$ cat config.mk
export PLATFORM = sky130hd
export DESIGN_NAME = gpio_irq_port
export DESIGN_NICKNAME = d
export VERILOG_FILES = /design/src/rtl/gpio_irq_pkg.sv /design/src/rtl/gpio_irq_ctrl.sv /design/src/rtl/gpio_irq_datapath.sv /design/src/rtl/gpio_irq_port.sv
export SDC_FILE = /design/constraint.sdc
export NUM_CORES = 1
export LEC_CHECK = 0
export CAP_MARGIN = 20
export CORE_MARGIN = 2
export CORE_UTILIZATION = 51
export DETAILED_ROUTE_END_ITERATION = 8
export PLACE_DENSITY = 0.72
export SYNTH_ARGS = -nofsm -noshare
export SYNTH_HDL_FRONTEND = slang
export SYNTH_SLANG_ARGS = --single-unit
$ cat constraint.sdc
create_clock -name clk -period 2.1 [get_ports clk]
set_input_delay 0.42 -clock clk [delete_from_list [all_inputs] [get_ports clk]]
set_output_delay 0.42 -clock clk [all_outputs]
set_load 0.02 [all_outputs]
$ cat src/rtl/gpio_irq_pkg.sv
package gpio_irq_pkg;
  localparam int ADDR_W = 4;
  localparam int NREG   = 11;

  localparam logic [ADDR_W-1:0] ADR_DATA  = 4'd0;
  localparam logic [ADDR_W-1:0] ADR_DIR   = 4'd1;
  localparam logic [ADDR_W-1:0] ADR_DEN   = 4'd2;
  localparam logic [ADDR_W-1:0] ADR_SENSE = 4'd3;
  localparam logic [ADDR_W-1:0] ADR_BOTH  = 4'd4;
  localparam logic [ADDR_W-1:0] ADR_EVENT = 4'd5;
  localparam logic [ADDR_W-1:0] ADR_MASK  = 4'd6;
  localparam logic [ADDR_W-1:0] ADR_RAW   = 4'd7;
  localparam logic [ADDR_W-1:0] ADR_MSTAT = 4'd8;
  localparam logic [ADDR_W-1:0] ADR_CLR   = 4'd9;
  localparam logic [ADDR_W-1:0] ADR_ALT   = 4'd10;

  // Write strobes from the control to the datapath, one bit per offset per port
  typedef struct packed {
    logic [NREG-1:0] wrA;
    logic [NREG-1:0] wrB;
  } bus_strobe_t;

  function automatic logic isStorage(input int idx);
    return !(idx == int'(ADR_RAW) || idx == int'(ADR_MSTAT) || idx == int'(ADR_CLR));
  endfunction
endpackage

$ cat src/rtl/gpio_irq_ctrl.sv
module gpio_irq_ctrl
  import gpio_irq_pkg::*;
#(
  parameter int W = 8
) (
  input  logic                     aWrEn,
  input  logic [ADDR_W-1:0]        aAddr,
  input  logic                     bWrEn,
  input  logic [ADDR_W-1:0]        bAddr,
  input  logic [NREG-1:0][W-1:0]   regView,
  output bus_strobe_t              strb,
  output logic [W-1:0]             aRdata,
  output logic [W-1:0]             bRdata
);
  always_comb begin
    strb = '0;
    for (int i = 0; i < NREG; i++) begin
      strb.wrA[i] = aWrEn && (aAddr == ADDR_W'(i));
      strb.wrB[i] = bWrEn && (bAddr == ADDR_W'(i));
    end
  end

  always_comb begin
    aRdata = '0;
    bRdata = '0;
    if (int'(aAddr) < NREG) aRdata = regView[aAddr];
    if (int'(bAddr) < NREG) bRdata = regView[bAddr];
  end
endmodule

$ cat src/rtl/gpio_irq_datapath.sv
module gpio_irq_datapath
  import gpio_irq_pkg::*;
#(
  parameter int         W            = 8,
  parameter logic [W-1:0] PRESENT_PINS = '1
) (
  input  logic                   clk,
  input  logic                   rstN,
  input  bus_strobe_t            strb,
  input  logic [W-1:0]           aWdata,
  input  logic [W-1:0]           bWdata,
  input  logic [W-1:0]           pinIn,
  output logic [NREG-1:0][W-1:0] regView,
  output logic [W-1:0]           pinOut,
  output logic [W-1:0]           pinOe,
  output logic [W-1:0]           altSel,
  output logic                   irq
);
  logic [W-1:0] cfgReg [NREG];
  logic [W-1:0] syncA, syncB, prevPin;
  logic [W-1:0] rawLatch, edgeSet, clrBits, levelHit, rawStatus, maskedStatus, dataRead;
  logic [W-1:0] riseHit, fallHit, edgeHit;

  // Register file: port A takes priority over port B on the same offset
  always_ff @(posedge clk or negedge rstN) begin
    if (!rstN) begin
      for (int i = 0; i < NREG; i++) cfgReg[i] <= '0;
    end else begin
      for (int i = 0; i < NREG; i++) begin
        if (isStorage(i)) begin
          if (strb.wrA[i])      cfgReg[i] <= aWdata & PRESENT_PINS;
          else if (strb.wrB[i]) cfgReg[i] <= bWdata & PRESENT_PINS;
        end
      end
    end
  end

  // Two-stage synchroniser plus previous-sample stage
  always_ff @(posedge clk or negedge rstN) begin
    if (!rstN) begin
      syncA   <= '0;
      syncB   <= '0;
      prevPin <= '0;
    end else begin
      syncA   <= pinIn;
      syncB   <= syncA;
      prevPin <= syncB;
    end
  end

  logic [W-1:0] senseR, bothR, eventR, denR, dirR, maskR;
  assign senseR = cfgReg[ADR_SENSE];
  assign bothR  = cfgReg[ADR_BOTH];
  assign eventR = cfgReg[ADR_EVENT];
  assign denR   = cfgReg[ADR_DEN];
  assign dirR   = cfgReg[ADR_DIR];
  assign maskR  = cfgReg[ADR_MASK];

  always_comb begin
    riseHit  = syncB & ~prevPin;
    fallHit  = ~syncB & prevPin;
    edgeHit  = (bothR & (riseHit | fallHit)) |
               (~bothR & ((eventR & riseHit) | (~eventR & fallHit)));
    edgeSet  = edgeHit & ~senseR & denR & PRESENT_PINS;
    levelHit = ~(syncB ^ eventR) & senseR & denR & PRESENT_PINS;
    clrBits  = (strb.wrA[ADR_CLR] ? aWdata : '0) | (strb.wrB[ADR_CLR] ? bWdata : '0);
  end

  // Edge events latch; a new event wins over a clear in the same cycle
  always_ff @(posedge clk or negedge rstN) begin
    if (!rstN) rawLatch <= '0;
    else       rawLatch <= ((rawLatch & ~clrBits) | edgeSet) & ~senseR & PRESENT_PINS;
  end

  always_comb begin
    rawStatus    = (rawLatch & ~senseR & denR) | levelHit;
    maskedStatus = rawStatus & maskR;
    dataRead     = ((cfgReg[ADR_DATA] & dirR) | (syncB & ~dirR & denR)) & PRESENT_PINS;
  end

  always_comb begin
    for (int i = 0; i < NREG; i++) regView[i] = cfgReg[i];
    regView[ADR_DATA]  = dataRead;
    regView[ADR_RAW]   = rawStatus;
    regView[ADR_MSTAT] = maskedStatus;
    regView[ADR_CLR]   = '0;
  end

  assign pinOut = cfgReg[ADR_DATA];
  assign pinOe  = dirR & denR;
  assign altSel = cfgReg[ADR_ALT];
  assign irq    = |maskedStatus;

  // Latched edge bits persist when no clear or sense write is in flight
  assert_latch_hold_R5: assert property (@(posedge clk) disable iff (!rstN)
    (!strb.wrA[ADR_CLR] && !strb.wrB[ADR_CLR] && !strb.wrA[ADR_SENSE] && !strb.wrB[ADR_SENSE])
    |=> ((rawLatch & $past(rawLatch)) == $past(rawLatch)));

  // A newly latched bit coincides with a change of the previous-sample stage
  assert_set_needs_edge_R2: assert property (@(posedge clk) disable iff (!rstN)
    1'b1 |=> ((rawLatch & ~$past(rawLatch) & ~(prevPin ^ $past(prevPin))) == '0));

  // Digitally disabled pins raise no status
  assert_no_status_den_R9: assert property (@(posedge clk) disable iff (!rstN)
    ((rawStatus & ~denR) == '0));

  // Absent pins never show status or stored mask bits
  assert_absent_quiet_R8: assert property (@(posedge clk) disable iff (!rstN)
    (((rawStatus | maskR | rawLatch) & ~PRESENT_PINS) == '0));

  // Port A write to the mask always lands with A's data
  assert_port_a_wins_R10: assert property (@(posedge clk) disable iff (!rstN)
    strb.wrA[ADR_MASK] |=> (maskR == ($past(aWdata) & PRESENT_PINS)));
endmodule

$ cat src/rtl/gpio_irq_port.sv
module gpio_irq_port
  import gpio_irq_pkg::*;
#(
  parameter int           W            = 8,
  parameter logic [W-1:0] PRESENT_PINS = 8'h7F
) (
  input  logic              clk,
  input  logic              rstN,
  input  logic              aWrEn,
  input  logic [ADDR_W-1:0] aAddr,
  input  logic [W-1:0]      aWdata,
  output logic [W-1:0]      aRdata,
  input  logic              bWrEn,
  input  logic [ADDR_W-1:0] bAddr,
  input  logic [W-1:0]      bWdata,
  output logic [W-1:0]      bRdata,
  input  logic [W-1:0]      pinIn,
  output logic [W-1:0]      pinOut,
  output logic [W-1:0]      pinOe,
  output logic [W-1:0]      altSel,
  output logic              irq
);
  bus_strobe_t            strb;
  logic [NREG-1:0][W-1:0] regView;

  gpio_irq_ctrl #(.W(W)) u_ctrl (
    .aWrEn(aWrEn), .aAddr(aAddr), .bWrEn(bWrEn), .bAddr(bAddr),
    .regView(regView), .strb(strb), .aRdata(aRdata), .bRdata(bRdata)
  );

  gpio_irq_datapath #(.W(W), .PRESENT_PINS(PRESENT_PINS)) u_dp (
    .clk(clk), .rstN(rstN), .strb(strb), .aWdata(aWdata), .bWdata(bWdata),
    .pinIn(pinIn), .regView(regView), .pinOut(pinOut), .pinOe(pinOe),
    .altSel(altSel), .irq(irq)
  );
endmodule

==> flow_metrics.tcl, run 1 <==
set metrics [dict create \
    status "finished, violations left" \
    violations "design-rule violations, negative setup slack" \
    combPwrFrac 0.468 \
    final_common_cell "buf_4" \
    ys_types 63 \
    fin_worst_skew_ns 0.00477 \
    arrival_ns 1.95 \
    crit_type "reg2out" \
    final_cell_mix "197 x buf_4, 81 x mux2i_1, 81 x dfrtp_1" \
    ys_seq_area_frac 0.347 \
    drive_gt1_frac 0.332 \
    hold_violations 0 \
    dpl_cell_area_um2 7890 \
    antenna-diode-count 0 \
    grt_usage 0.349 \
    cap_violations 0 \
    rrSetupSlack_ns 0.56 \
    clock-root-buffer "clkbuf_16" \
    dr_total_vias 6598 \
    syn_area_per_cell_um2 8.60 \
    wl_per_cell_um 21.2 \
    path_clk_slew_ns 0.06 \
    report.final.slew_viol_count 0 \
    max-slew-margin-rel 0.618 \
    max-vdd-ir-drop_uv 496 \
    hold_buffers 0 \
    rsz0062_at_grt "yes" \
    worst_slew_pin_slew_ns 0.573 \
    required_ns 1.68 \
    clock.fmax_mhz 421 \
    end_kind "primary output" \
    io_pins 77 \
    finalSetupViolations 14 \
    ys.flop_type "dfrtp_1" \
    drt_pre_antenna_iters 9 \
    die_x_um 113 \
    overflow 0 \
    cts_buffer_depth 2 \
    syn-cell-area_um2 6060 \
    antenna_found_initial 0 \
    io_buffers 68 \
    power_mw 7.36 \
    post-route-period-util 1.13 \
    cts_tree "built" \
    sw_frac_of_total 0.365 \
    wl_um 22500 \
    num_rows 39 \
    drc 4 \
    layout.nets 959 \
    cts_made_buffers 9 \
    syn2layout_area_growth_pct 43.9 \
    p_int_mw 4.67 \
    ant_nets 0 \
    h-tree-depth 3 \
    p_leak_nw 4.01 \
    syn_inst 705 \
    fin_crit_ns 2.37 \
    p_clk_frac 0.219 \
    place_hpwl_um 15900 \
    synth_edf_count 0 \
    core_area_um2 11500 \
    ys_async_sr_fraction 1.00 \
    yosysWarnings 0 \
    first_iter_violations 703 \
    hp-class "in2async" \
    numClockSinks 84 \
    netSwitchingPower_mw 2.69 \
    crit_fanout 3 \
    start_util 0.527 \
    fp.dieH_um 113 \
    grt_pass1_wl_um 34200 \
    synth-seq-cells 84 \
    layout_setup_ws_ns -0.273 \
    gp_congestion 1.01 \
    worstRegToRegCells 6 \
    grt_max_degree 40 \
    grt_pass1_vias 6412 \
    power_density_nw_per_um2 844 \
    final_util 0.758 \
    viasPerCell 6.24 \
    die_area_um2 12800 \
    design_area_um2 8730 \
    power_frac_seq 0.313 \
    worst_setup_path_start_kind "flop" \
    insertion_delay_ns 0.34 \
]
metrics by stage:
step                cells  setup slack, ns  TNS, ns  hold slack, ns
floorplan             709           0.0280        0           0.124
global placement     1020           -0.851   -15.25           0.331
detailed placement   1020           -0.849   -16.86           0.336
CTS                  1050           -0.291    -1.81          0.0837
global route         1057           -0.297    -2.74          0.0949
finish               1057           -0.273    -2.07          0.0657
cell type report:
class                      count  area [um2]
clock buffer                  12         246
clock inverter                 4        48.8
fill                         827        2790
inverter                      23        86.3
multi-input combinational    524        3780
sequential                    84        2110
tap                          143         179
timing repair buffer         267        2280
state kept, by name, summed over array words and instances (netlist names):
name           count
u_dp.bothR         7
u_dp.prevPin       7
u_dp.senseR        7
u_dp.syncA         7
u_dp.rawLatch      7
u_dp.pinOut        7
u_dp.altSel        7
u_dp.eventR        7
u_dp.dirR          7
u_dp.denR          7
u_dp.syncB         7
u_dp.maskR         7
synth_stat cells, types with 3 or more instances:
library cell  number  share of area
buf_4             19          0.024
ha_1              14          0.029
or4bb_1            4         0.0074
and2_1             9         0.0093
o21ai_1            5         0.0041
nand3_1           47          0.039
xor2_1             6         0.0087
dfrtp_1           84           0.35
nand2_1           68          0.042
nor2b_1            8         0.0083
a21oi_1           58          0.048
o221ai_1          10          0.014
nor3_1             6         0.0050
o31ai_1            7         0.0087
nand4b_1          15          0.022
mux2i_1           82           0.14
o22ai_1            3         0.0031
nand3b_1           3         0.0037
buf_2             21          0.017
a32oi_1            5         0.0072
o32ai_1            4         0.0058
clkbuf_1          33          0.020
nor2_1            40          0.025
o211ai_1           9          0.011
inv_1             22          0.014
and3_1             4         0.0041
o21ai_0           65          0.054
buf_6              3         0.0056
nor3b_1            3         0.0037
mux2_2             7          0.013
power groups by stage:
stage | logic, mW | clock network [mW] | registers [mW]
finish | 3.44 | 1.61 | 2.31
global placement | 2.91 | 0 | 2.27
floorplan | 1.49 | 0 | 2.31
global route | 3.67 | 1.68 | 2.34
CTS | 3.22 | 1.62 | 2.28
detailed placement | 2.99 | 0 | 2.29
logic make-up after synthesis:
family          count (synthesis)  synth area share
compound gates                178             0.173
xor+xnor                        7            0.0101
fa+ha+maj                      14            0.0289
buf+inv                       101            0.0856
flops                          84             0.347
mux                            91             0.156
other cells                     1          0.000618
simple gates                  229             0.199
path summary, 6_finish.rpt:
| kind | startpoint | endpoint |
|---|---|---|
| max in group asynchronous | rstN | u_dp.denR[5] |
| hold reg to reg | u_dp.syncA[2] | u_dp.syncB[2] |
| hold / removal | rstN | u_dp.syncA[2] |
| min in group clk | u_dp.syncA[2] | u_dp.syncB[2] |
| setup / recovery | u_dp.syncB[3] | bRdata[3] |
| setup reg to reg | u_dp.syncB[1] | u_dp.rawLatch[1] |
timing repair:
item | 4_1_cts | 5_1_grt
setup endpoints to repair | 16 | 18
pin swaps | 33 | 25
buffers inserted | 16 | 7
resized for setup | 156 | 34
cloned | 1 | 0
critical path, stage by stage (launching register included):
cell     delay [ns]
dfrtp_1        0.43
buf_6          0.12
or4bb_1        0.40
a21oi_2        0.16
o32ai_1        0.10
nor3_2         0.20
buf_4          0.19
metal layers:
metal	vias to the layer above	wire length [um]	track usage
li1	2925	-	-
met4	0	907	0.143
met2	423	10200	0.559
met5	-	0	0
met3	82	2350	0.0718
met1	3168	9030	0.465
Power figures use the tool's default switching activity.
==> run 2, diff against run 1 <==
--- a/config.mk
+++ b/config.mk
@@ -9,7 +9,8 @@
 export CORE_MARGIN = 2
 export CORE_UTILIZATION = 51
 export DETAILED_ROUTE_END_ITERATION = 8
-export PLACE_DENSITY = 0.72
+export PLACE_DENSITY = 0.85
+export SKIP_LAST_GASP = 1
 export SYNTH_ARGS = -nofsm -noshare
 export SYNTH_HDL_FRONTEND = slang
 export SYNTH_SLANG_ARGS = --single-unit
==> run 2 against run 1 <==
Against the previous run: the run still ends with design-rule violations, negative setup slack left; critical endpoint is now bRdata[2]; clock skew is 0.0012 ns lower; die area stayed put; worst hold slack better by 0.0058 ns; largest power group unchanged; count of clock-buffer cells in the layout is 2 lower; worst setup slack worse by 0.027 ns; clock power is 16% higher.
==> flow_metrics.tcl, run 2 (synthesis results as in run 1) <==
set metrics [dict create \
    status "finished, violations left" \
    violations "design-rule violations, negative setup slack" \
    grt_max_degree 44 \
    antenna-diode-count 0 \
    crit_end "bRdata[2]" \
    overflow 0 \
    rrSetupSlack_ns 0.51 \
    grt_pass1_vias 6506 \
    fin_crit_ns 2.40 \
    die_area_um2 12800 \
    drc 5 \
    h-tree-depth 3 \
    max-vdd-ir-drop_uv 622 \
    cap_violations 0 \
    post-route-period-util 1.14 \
    dr_total_vias 6707 \
    fin_tns_setup_ns -2.57 \
    insertion_delay_ns 0.35 \
    crit_fanout 3 \
    final_util 0.758 \
    viasPerCell 6.41 \
    ant_nets 0 \
    r2r-end "u_dp.rawLatch[2]" \
    clock-root-buffer "clkbuf_16" \
    hp-class "in2async" \
    cts_tree "built" \
    cts_buffer_depth 2 \
    finalSetupViolations 15 \
    path_clk_slew_ns 0.06 \
    start_util 0.527 \
    fin_worst_skew_ns 0.00355 \
    layout.nets 949 \
    p_leak_nw 4.00 \
    drt_pre_antenna_iters 7 \
    rr_startpoint "u_dp.syncB[2]" \
    num_rows 39 \
    grt_usage 0.369 \
    first_iter_violations 733 \
    max-slew-margin-rel 0.609 \
    fp.dieH_um 113 \
    wl_um 23600 \
    wl_per_cell_um 22.5 \
    final_cell_mix "175 x buf_4, 82 x mux2i_1, 80 x dfrtp_1" \
    arrival_ns 1.98 \
    worst_slew_pin_slew_ns 0.586 \
    layout_setup_ws_ns -0.300 \
    rsz0062_at_grt "yes" \
    final_common_cell "buf_4" \
    crit_type "reg2out" \
    numClockSinks 84 \
    n_fill_cell 840 \
    report.final.slew_viol_count 0 \
    die_x_um 113 \
    crit_start "u_dp.syncB[2]" \
    syn2layout_area_growth_pct 44.0 \
    hold_violations 0 \
    antenna_found_initial 0 \
    worstRegToRegCells 7 \
    gp_congestion 1.01 \
    clock.fmax_mhz 417 \
    grt_pass1_wl_um 35700 \
    core_area_um2 11500 \
    required_ns 1.68 \
    place_hpwl_um 16600 \
    power_density_nw_per_um2 872 \
    drive_gt1_frac 0.319 \
    io_pins 77 \
    cts_made_buffers 9 \
    io_buffers 68 \
    end_kind "primary output" \
    worst_setup_path_start_kind "flop" \
]
## run 2: cell type report
cell class,count,area [um2],area share
timing repair buffer,257,2240,0.257
sequential,84,2110,0.241
inverter,23,86.3,0.00989
multi-input combinational,524,3780,0.433
clock buffer,10,229,0.0262
tap,143,179,0.0205
clock inverter,6,113,0.0129
## run 2: worst min path at each step
stage	startpoint	slack (ns)	cells after the start	to
6_report	rstN	0.07	1	u_dp.bothR[5]
3_3_place_gp	u_dp.syncA[6]	0.33	0	u_dp.syncB[6]
3_5_place_dp	u_dp.syncA[2]	0.34	0	u_dp.syncB[2]
5_1_grt	rstN	0.11	1	u_dp.bothR[5]
4_1_cts	rstN	0.08	1	u_dp.bothR[5]
2_1_floorplan	rstN	0.12	0	u_dp.altSel[0]
## run 2: through the flow
stage / setup slack [ns] / hold WS (ns) / cell area, um2 / total power, mW / std cells
2_1_floorplan: 0.0280 / 0.124 / 6080 / 3.80 / 709
3_5_place_dp: -0.829 / 0.337 / 7890 / 5.29 / 1015
5_1_grt: -0.380 / 0.107 / 8730 / 7.93 / 1047
6_report: -0.300 / 0.0715 / 8730 / 7.62 / 1047
3_3_place_gp: -0.836 / 0.332 / 7890 / 5.19 / 1015
4_1_cts: -0.319 / 0.0818 / 8520 / 7.33 / 1037
## run 2: what timing repair did
action / in CTS / in global routing
endpoints found under the setup margin: 19 / 17
cloned: 1 / 0
hold buffers: 0 / 0
pin swaps: 33 / 19
buffers inserted: 7 / 10
resized for setup: 155 / 29
## run 2: power breakdown
group | total [mW] | switching (mW) | internal [mW]
sequential | 2.36 | 0.383 | 1.98
combinational | 3.40 | 1.71 | 1.69
clock | 1.86 | 0.691 | 1.17
total | 7.62 | 2.79 | 4.83
## run 2: metal layers
metal | vias to the layer above | GRT usage | wire (um)
li1 | 2908 | - | -
met1 | 3216 | 0.501 | 9100
met2 | 474 | 0.568 | 10700
met3 | 109 | 0.0814 | 2600
met4 | 0 | 0.166 | 1190
met5 | - | 0 | 0
## run 2: critical path, cell delays in order (launching register included)
cell and delay (ns):
dfrtp_1 0.41, buf_6 0.12, or4bb_1 0.40, a21oi_2 0.16
o32ai_1 0.10, nor3_2 0.23, buf_4 0.20
==> run 3, diff against run 2 <==
--- a/config.mk
+++ b/config.mk
@@ -6,7 +6,7 @@
 export NUM_CORES = 1
 export LEC_CHECK = 0
 export CAP_MARGIN = 20
-export CORE_MARGIN = 2
+export CORE_MARGIN = 3
 export CORE_UTILIZATION = 51
 export DETAILED_ROUTE_END_ITERATION = 8
 export PLACE_DENSITY = 0.85
==> run 3 against run 2 <==
Against the previous run: the run ends with negative hold slack, negative setup slack left; critical path depth shrank 1; routed wire length grew 1.1%; sequential power is essentially flat; critical path type unchanged; register-to-register slack gained 0.06 ns; worst setup slack lost 0.014 ns; clock skew shrank 0.00087 ns; core utilization grew 2.2 points; critical endpoint unchanged; final cell count grew 1.1%; via count is essentially flat; total power grew 3.6%.
==> flow_metrics.tcl, run 3 (synthesis results as in run 1) <==
set metrics [dict create \
    status "finished, violations left" \
    violations "negative hold slack, negative setup slack" \
    rsz0062_at_grt "yes" \
    grt_max_degree 34 \
    worst_setup_path_start_kind "flop" \
    end_kind "primary output" \
    max-vdd-ir-drop_uv 731 \
    report.final.slew_viol_count 0 \
    drive_gt1_frac 0.345 \
    cpPeakStageDelay_ns 0.49 \
    route.met2.wl_um 11000 \
    grt_pass1_wl_um 35600 \
    grt_pass1_vias 6552 \
    final_cell_mix "188 x buf_4, 79 x mux2i_1, 79 x dfrtp_1" \
    die_area_um2 13200 \
    cts_tree "built" \
    critPathTopFamily "simple AND/OR/NAND/NOR gates" \
    fin_worst_skew_ns 0.00267 \
    dp_slack_ns -0.877 \
    viasPerCell 6.33 \
    clock-root-buffer "clkbuf_16" \
    io_pins 77 \
    wl_per_cell_um 22.5 \
    crit_chain "or4bb_1 > a21oi_1 > o32ai_2 > nor3_2 > buf_4" \
    power_density_nw_per_um2 878 \
    crit_fanout 3 \
    dpl_cell_area_um2 7940 \
    wl_um 23800 \
    start_util 0.527 \
    crit_buf_inv 1 \
    layout_setup_ws_ns -0.314 \
    wl_met3_um 2470 \
    fin_crit_ns 2.41 \
    p_leak_nw 4.10 \
    gp_congestion 1.03 \
    crit_type "reg2out" \
    design_area_um2 8980 \
    holdWs_ns -0.0112 \
    place_hpwl_um 16200 \
    first_iter_violations 782 \
    grt_usage 0.353 \
    ant_nets 0 \
    overflow 0 \
    finalSetupViolations 16 \
    hp-class "in2async" \
    layout.nets 962 \
    h-tree-depth 3 \
    insertion_delay_ns 0.35 \
    cpMaxStageDelayCell "or4bb_1" \
    fin_tns_setup_ns -2.57 \
    dr_total_vias 6705 \
    syn2layout_area_growth_pct 48.1 \
    hold_violations 4 \
    required_ns 1.68 \
    antenna_found_initial 0 \
    core_area_um2 11500 \
    arrival_ns 1.99 \
    io_buffers 68 \
    n_fill_cell 782 \
    dr.max_layer_used "met4" \
    multi_input_area_um2 3900 \
    clock.fmax_mhz 414 \
    num_rows 39 \
    die_x_um 115 \
    path_clk_slew_ns 0.06 \
    regArea_um2 2110 \
    final_common_cell "buf_4" \
    wl_met1_um 9230 \
    cap_violations 0 \
    antenna-diode-count 0 \
    fp.dieH_um 115 \
    hold_buffers 0 \
    drt_pre_antenna_iters 6 \
    drc 0 \
    numClockSinks 84 \
    cts_made_buffers 9 \
    post-route-period-util 1.15 \
    cts_buffer_depth 2 \
]
==> run 3: cell count changes in the layout (fill, tap and decap cells not counted), moves of 3 or more <==
cell	before	now
buf_4	175	188
mux2i_2	0	3
mux2i_1	82	79
buf_2	4	0
o31ai_1	6	3
==> run 3: layout make-up <==
cell class / instances / share of cell area
multi-input cells: 524 / 0.435
clock buffers: 10 / 0.0266
flip-flops and latches: 84 / 0.235
clock inverters: 5 / 0.0111
well taps: 143 / 0.0199
inverters: 23 / 0.00961
repair buffers: 270 / 0.263
==> run 3: metrics by stage <==
step / util / hold WS [ns] / instances / power, mW
5_1_grt: 0.780 / 0.0232 / 1059 / 8.20
2_1_floorplan: - / 0.124 / 709 / 3.80
3_3_place_gp: 0.689 / 0.333 / 1019 / 5.24
4_1_cts: 0.756 / 0.00248 / 1051 / 7.51
3_5_place_dp: 0.689 / 0.335 / 1019 / 5.32
6_report: 0.780 / -0.0112 / 1059 / 7.89
==> run 3: power breakdown <==
part / switching [mW] / internal, mW / total, mW
logic: 1.83 / 1.84 / 3.66
clock network: 0.685 / 1.18 / 1.87
registers: 0.382 / 1.98 / 2.36
total: 2.89 / 5.00 / 7.89
==> run 3: worst reg2reg max path, stage by stage, from the launching register on <==
cell and delay (ns):
dfrtp_1 0.43, buf_4 0.15, buf_4 0.13, ha_1 0.17
mux2_2 0.26, o211ai_1 0.18, a21oi_1 0.09
==> run 3: repair_timing <==
| action | CTS | global route |
|---|---|---|
| gates resized for setup | 164 | 50 |
| pin swaps | 40 | 21 |
| setup endpoints to repair | 16 | 20 |
| endpoints found under the hold margin | 0 | 0 |
| cloned | 0 | 1 |
| buffers inserted | 18 | 9 |
==> run 3: worst paths after layout <==
| check | startpoint | endpoint | slack (ns) | cells past startpoint |
|---|---|---|---|---|
| max | u_dp.denR[2] | bRdata[2] | -0.31 | 5 |
| min | rstN | u_dp.prevPin[5] | -0.01 | 1 |
| max reg2reg | u_dp.syncB[1] | u_dp.rawLatch[1] | 0.57 | 6 |
| min reg2reg | u_dp.syncA[2] | u_dp.syncB[2] | 0.35 | 0 |
| max in group asynchronous | rstN | u_dp.eventR[3] | 1.43 | 2 |
| min in group clk | u_dp.syncA[2] | u_dp.syncB[2] | 0.35 | 0 |
==> run 3: per-layer routing <==
metal | global-route usage | vias up
met1 | 0.478 | 3247
li1 | - | 2927
met4 | 0.159 | 0
met5 | 0 | -
met2 | 0.563 | 434
met3 | 0.0521 | 97
